File: src/rtl/awc_pkg.sv
package awc_pkg;
  function automatic int unsigned umax(input int unsigned a, input int unsigned b);
    return (a > b) ? a : b;
  endfunction
endpackage

File: src/rtl/awc_calc.sv
module awc_calc #(
  parameter int FIELD_W   = 3,
  parameter int RATIO_MIN = 1,
  localparam int CNT_W    = FIELD_W + 1
) (
  input  logic               init_bridge_i,
  input  logic [FIELD_W-1:0] addr_ws_i,
  input  logic [FIELD_W-1:0] l2_dly_i,
  input  logic [FIELD_W-1:0] snoop_ws_i,
  input  logic               l2_present_i,
  input  logic               multi_cpu_i,
  input  logic               ratio_1to1_i,
  input  logic               pipe_busy_i,
  output logic [CNT_W-1:0]   count_o
);
  import awc_pkg::*;
  localparam int NCAND = 4;

  logic [CNT_W-1:0] cand [NCAND];
  logic [CNT_W-1:0] cpu_cnt;
  logic [CNT_W-1:0] brg_cnt;

  always_comb begin
    cand[0] = CNT_W'(addr_ws_i);
    cand[1] = l2_present_i ? CNT_W'(l2_dly_i) : '0;
    cand[2] = multi_cpu_i  ? CNT_W'(snoop_ws_i) : '0;
    cand[3] = ratio_1to1_i ? CNT_W'(RATIO_MIN) : '0;
  end

  always_comb begin
    cpu_cnt = '0;
    for (int i = 0; i < NCAND; i++)
      cpu_cnt = CNT_W'(umax(int'(cpu_cnt), int'(cand[i])));
  end

  assign brg_cnt = CNT_W'(snoop_ws_i) + CNT_W'(pipe_busy_i);
  assign count_o = init_bridge_i ? brg_cnt : cpu_cnt;
endmodule

File: src/rtl/awc_counter.sv
module awc_counter #(
  parameter int CNT_W = 4
) (
  input  logic             clk,
  input  logic             rst_n,
  input  logic             start_i,
  input  logic [CNT_W-1:0] load_i,
  output logic             active_o,
  output logic             expire_o
);
  logic [CNT_W-1:0] cnt_q;
  logic             act_q;

  always_ff @(posedge clk or negedge rst_n) begin
    if (!rst_n) begin
      cnt_q <= '0;
      act_q <= 1'b0;
    end else if (!act_q) begin
      if (start_i) begin
        cnt_q <= load_i;
        act_q <= 1'b1;
      end
    end else if (cnt_q == '0) begin
      act_q <= 1'b0;
    end else begin
      cnt_q <= cnt_q - 1'b1;
    end
  end

  assign active_o = act_q;
  assign expire_o = act_q && (cnt_q == '0);
endmodule

File: src/rtl/addr_wait_ctrl.sv
module addr_wait_ctrl #(
  parameter int FIELD_W   = 3,
  parameter int RATIO_MIN = 1
) (
  input  logic               clk,
  input  logic               rst_n,
  input  logic               ts_i,
  input  logic               init_bridge_i,
  input  logic [FIELD_W-1:0] addr_ws_i,
  input  logic [FIELD_W-1:0] l2_dly_i,
  input  logic [FIELD_W-1:0] snoop_ws_i,
  input  logic               l2_present_i,
  input  logic               multi_cpu_i,
  input  logic               ratio_1to1_i,
  input  logic               pipe_busy_i,
  input  logic               retry_i,
  output logic               aack_o,
  output logic               retry_o,
  output logic               data_req_o,
  output logic               retried_o,
  output logic               busy_o
);
  localparam int CNT_W = FIELD_W + 1;

  logic [CNT_W-1:0] eff_cnt;
  logic             active, expire, accept;
  logic             retried_q;

  awc_calc #(.FIELD_W(FIELD_W), .RATIO_MIN(RATIO_MIN)) calc_i (
    .init_bridge_i(init_bridge_i), .addr_ws_i(addr_ws_i), .l2_dly_i(l2_dly_i),
    .snoop_ws_i(snoop_ws_i), .l2_present_i(l2_present_i), .multi_cpu_i(multi_cpu_i),
    .ratio_1to1_i(ratio_1to1_i), .pipe_busy_i(pipe_busy_i), .count_o(eff_cnt)
  );

  awc_counter #(.CNT_W(CNT_W)) cnt_i (
    .clk(clk), .rst_n(rst_n), .start_i(ts_i), .load_i(eff_cnt),
    .active_o(active), .expire_o(expire)
  );

  assign accept = ts_i && !active;

  always_ff @(posedge clk or negedge rst_n) begin
    if (!rst_n)      retried_q <= 1'b0;
    else if (accept) retried_q <= 1'b0;
    else if (expire) retried_q <= retry_i;
  end

  assign aack_o     = expire;
  assign retry_o    = expire && retry_i;
  assign data_req_o = expire && !retry_i;
  assign retried_o  = retried_q;
  assign busy_o     = active;
endmodule

File: config.mk
export PLATFORM = sky130hd
export DESIGN_NAME = addr_wait_ctrl
export DESIGN_NICKNAME = d
export VERILOG_FILES = /design/src/rtl/awc_pkg.sv /design/src/rtl/awc_calc.sv /design/src/rtl/awc_counter.sv /design/src/rtl/addr_wait_ctrl.sv
export SDC_FILE = /design/constraint.sdc
export NUM_CORES = 1
export LEC_CHECK = 0
export BUFFER_PORTS_ARGS = -buffer_cell sky130_fd_sc_hd__buf_4
export CAP_MARGIN = 20
export CORE_MARGIN = 10
export CORE_UTILIZATION = 52
export CTS_BUF_LIST = sky130_fd_sc_hd__clkbuf_4
export DETAILED_ROUTE_END_ITERATION = 10
export GPL_ROUTABILITY_DRIVEN = 0
export HOLD_SLACK_MARGIN = 0.06
export PLACE_DENSITY = 0.86
export REMOVE_ABC_BUFFERS = 1
export SYNTH_ARGS = -nofsm -noshare
export SYNTH_HDL_FRONTEND = slang
export SYNTH_SLANG_ARGS = --single-unit
File: constraint.sdc
create_clock -name clk -period 1.77 [get_ports clk]
set_clock_uncertainty 0.15 [all_clocks]
set_input_delay 0.4425 -clock clk [delete_from_list [all_inputs] [get_ports clk]]
set_output_delay 0.4425 -clock clk [all_outputs]
set_load 0.02 [all_outputs]
==> results.cfg, run 1 <==
[outcome]
status = stopped before the end
stop_stage = clock tree synthesis (4_1_cts)
error = [ERROR DPL-0033] detailed placement checks failed during check placement.

[synth]
synth.avg_cell_area_um2 = 8.59
ys_ff_latch = 6
async_flop_share_pct = 100
yosysSeqAreaShare_pct = 19.9
synth_largest_area_cell = ha_1
synth_edf_count = 0
yosysUniqueCellTypes = 35
synthCells = 88
synth_warnings = 0
synth_top_area_share_pct = 21.5
synth_area_um2 = 756
synthFlopType = dfrtp_1
netlist_top_cells_area = ha_1, dfrtp_1, inv_1, a21oi_1, o31ai_2

[die]
rows = 13
initial_core_util_pct = 56.7
ios = 23
die_h_um = 58.1
die_x_um = 58.1

[clocking]
post_cts_resized = 25
cts-root-buf = clkbuf_4
numClockSinks = 6
hold_buffers = 1
h-tree-depth = 1
clockBufferDepth = 2
numCtsBuffers = 3
postCtsSetupRepairBufs = 10

[placement]
port-buffer-count = 22
dpl.hpwl_um = 1790
dpl_cell_area_mm2 = 0.00109
[cell families after synthesis]
family          count (synthesis)  synth area share (%)
simple gates                   28                  22.8
compound gates                 24                  23.0
fa+ha+maj                      13                  21.5
buf+inv                        12                  5.96
flops                           6                  19.9
mux                             4                  5.63
xor+xnor                        1                  1.16
[metrics by stage]
step | hold slack (ps) | setup slack, ps | std cells | utilization (%)
after detailed placement | 104 | -2290 | 145 | 81.7
after global placement | 102 | -2180 | 145 | 81.7
after floorplan | -3.09 | -2040 | 88 | -
[synth_stat cells (2+ instances only)]
master / instances
ha_1: 13
and2_1: 3
o21ai_0: 4
nor2_1: 5
mux2i_1: 2
inv_2: 2
a21oi_1: 5
o31ai_2: 2
and3b_1: 2
nand2_1: 4
o21ai_1: 2
nor3_1: 3
dfrtp_1: 6
nand3_1: 3
o211ai_1: 2
inv_1: 10
mux2_2: 2
==> run 2: changes to the inputs <==
--- a/config.mk
+++ b/config.mk
@@ -7,13 +7,11 @@
 export LEC_CHECK = 0
 export BUFFER_PORTS_ARGS = -buffer_cell sky130_fd_sc_hd__buf_4
 export CAP_MARGIN = 20
-export CORE_MARGIN = 10
-export CORE_UTILIZATION = 52
-export CTS_BUF_LIST = sky130_fd_sc_hd__clkbuf_4
+export CORE_AREA = 10 10 71 73
 export DETAILED_ROUTE_END_ITERATION = 10
+export DIE_AREA = 0 0 81 83
 export GPL_ROUTABILITY_DRIVEN = 0
-export HOLD_SLACK_MARGIN = 0.06
-export PLACE_DENSITY = 0.86
+export PLACE_DENSITY_LB_ADDON = 0.15
 export REMOVE_ABC_BUFFERS = 1
 export SYNTH_ARGS = -nofsm -noshare
 export SYNTH_HDL_FRONTEND = slang
==> run 2 against run 1 <==
The flow now finishes, with violations (setup timing); synthesized area stayed put; synthesized cell count stayed put.
==> results.cfg, run 2 <==
[timing]
slew_headroom_pct = 76.1
finalSetupTns_ps = -3940
rsz0062_at_grt = yes
worstMarginPinSlew_ps = 356
fin_crit_sh_pct = 197
max_freq_ghz = 0.287
slew_violations = 0
period_needed_ps = 3490
hold_viol = 0
setup_ws_ps = -1720
final-setup-viol-count = 6

[synth]
synth_top_area_share_pct = 21.5
synthFlopType = dfrtp_1
yosysSeqAreaShare_pct = 19.9
synth_area_um2 = 756
ys_ff_latch = 6
yosysUniqueCellTypes = 35
synth_compound_area_share_pct = 23.0
synth.most_common_cell = ha_1
synth.area.mux_share_pct = 5.63
synth_top_family_by_area = compound AO/OA/AOI/OAI gates
netlist_top_cells_area = ha_1, dfrtp_1, inv_1, a21oi_1, o31ai_2
synth_largest_area_cell = ha_1
synthTopCellsByCount = ha_1, inv_1, dfrtp_1, a21oi_1, nor2_1
yosys.area_share.simple_pct = 22.8
synthXorXnorAreaFrac_pct = 1.16
synth.avg_cell_area_um2 = 8.59
synthAdderAreaFrac_pct = 21.5
synth_edf_count = 0
synthCells = 88
async_flop_share_pct = 100
synth_warnings = 0

[outcome]
status = finished with violations
violations = setup timing

[die]
dieArea_mm2 = 0.00672
rows = 22
initial_core_util_pct = 20.8
ios = 23
die_x_um = 81
core_mm2 = 0.00363
die_h_um = 83

[setup_path]
startpoint = l2_present_i
rr_worst_depth = 8
critPathMaxFanout = 3
endpoint = cnt_i.cnt_q[0]
r2r-start = cnt_i.cnt_q[1]
reg2reg_slack_ps = -60
critPathCaptureType = flip-flop
crit_required_ps = 1750
crit_type = input pin to flip-flop
start_kind = input pin
critical_path_arrival_ps = 3470
r2r_end = cnt_i.cnt_q[0]

[cells_and_area]
largest_register_ffs = 4
antenna_cells = 0
drive_gt1_share_pct = 66.7
regMostFlops = cnt_i.cnt_q
final_area_mm2 = 0.00152
final_cells = 201
mostFrequentLayoutCells = buf_4, inv_1, ha_1, dfrtp_1, buf_6
mostFrequentLayoutCell = buf_4
syn_to_final_growth_pct = 101
nets = 186

[routing]
routedWlPerCell_um = 12.1
drc = 0
drt_first_iter_violations = 33
ant_nets = 0
vias_per_cell = 4.41
routed_wl_um = 2430
drtPass1Iterations = 4
num_vias = 886

[power_and_ir_drop]
peakVddDrop_mv = 0.327
p_sw_w = 0.000609
comb_power_share_pct = 69.5
leakage_nw = 0.721
power_frac_seq_pct = 17.1
p_per_area_mw_per_mm2 = 1030
clkPwrFrac_pct = 13.4
swShare_pct = 38.9
p_int_w = 0.000954

[global_routing]
grt_pass1_vias = 931
grt.total_usage_pct = 7.19
grt_pass1_wl_um = 4110
grt_max_degree = 8
grt_overflow = 0
antenna_found_initial = 0

[placement]
dp.cells = 184
dpl_worst_slack_ps = -2290
dpl_cell_area_mm2 = 0.00118
port-buffer-count = 22
dpl.hpwl_um = 1890

[clocking]
cts-root-buf = clkbuf_8
cts_tree = built
clk_pin_slew_ps = 40
numClockSinks = 6
numCtsBuffers = 3
h-tree-depth = 1
clock_latency_ps = 230
clockBufferDepth = 2

[run]
cap_violations = 0

[min_path]
worstHoldPathType = input pin to flip-flop
## run 2: cell counts after synthesis
Identical to the previous run, type by type.
## run 2: final cells by class
cell class / count / area (um^2)
fillers: 386 / 2110
inverters: 12 / 50.0
clock buffers: 3 / 41.3
multi-input cells: 70 / 719
well taps: 48 / 60.1
flip-flops and latches: 6 / 150
repair buffers: 62 / 498
## run 2: worst min-delay path by stage
stage	startpoint	end	slack, ps	cells past startpoint
global route	ts_i	cnt_i.cnt_q[3]	410	4
global placement	rst_n	cnt_i.cnt_q[3]	110	1
detailed placement	rst_n	cnt_i.active_o	110	1
finish	ts_i	cnt_i.cnt_q[3]	390	4
floorplan	rst_n	cnt_i.active_o	-3	0
CTS	ts_i	cnt_i.cnt_q[3]	380	4
## run 2: per-layer routing
metal / track usage [%] / wire [um] / vias to the layer above
li1: - / - / 449
met1: 8.44 / 1080 / 415
met2: 12.3 / 1210 / 20
met3: 2.26 / 131 / 2
met4: 1.41 / 13 / 0
met5: 0 / 0 / -
## run 2: cell families (layout without fill, tap and decap cells)
logic type,after synthesis,in the layout
muxes,4,4
adders and majority gates,13,13
and+or+nand+nor,28,28
xor gates and xnor gates,1,1
AOI/OAI and AO/OA,24,24
DFF,6,6
buffers and inverters,12,77
## run 2: per-stage QoR
stage | utilization (%) | hold WS (ps) | total power, W
6_report | 41.8 | 387 | 0.00156
5_1_grt | 41.8 | 415 | 0.00170
2_1_floorplan | - | -3.09 | 0.000729
3_3_place_gp | 32.4 | 106 | 0.00107
3_5_place_dp | 32.4 | 109 | 0.00108
4_1_cts | 38.7 | 381 | 0.00142
## run 2: power by group through the flow
stage          clock network, W  registers [W]  logic, W
6_report               0.000210       0.000267   0.00109
3_3_place_gp                  0       0.000264  0.000808
3_5_place_dp                  0       0.000265  0.000817
2_1_floorplan                 0       0.000299  0.000430
4_1_cts                0.000214       0.000264  0.000943
5_1_grt                0.000224       0.000280   0.00120
## run 2: worst max-delay path: stages
cell and delay [ps]:
buf_8 70, and2_4 140, inv_4 40, ha_4 270, nand2_2 50, mux2_4 280, nand2_4 70, mux2_4 310
ha_4 210, and3b_2 200, o21ai_2 170, inv_2 80, a21o_4 210, ha_4 200, o21a_1 180, a221oi_2 260
o31ai_2 100, o31ai_2 180
## run 2: repair_timing
action                                  CTS  global route
endpoints found under the setup margin    5             7
setup buffers                             7             6
hold buffers                              1             0
endpoints found under the hold margin     6             0
pin swaps                                19            15
gates resized for setup                  25            20
Power figures use the tool's default switching activity.
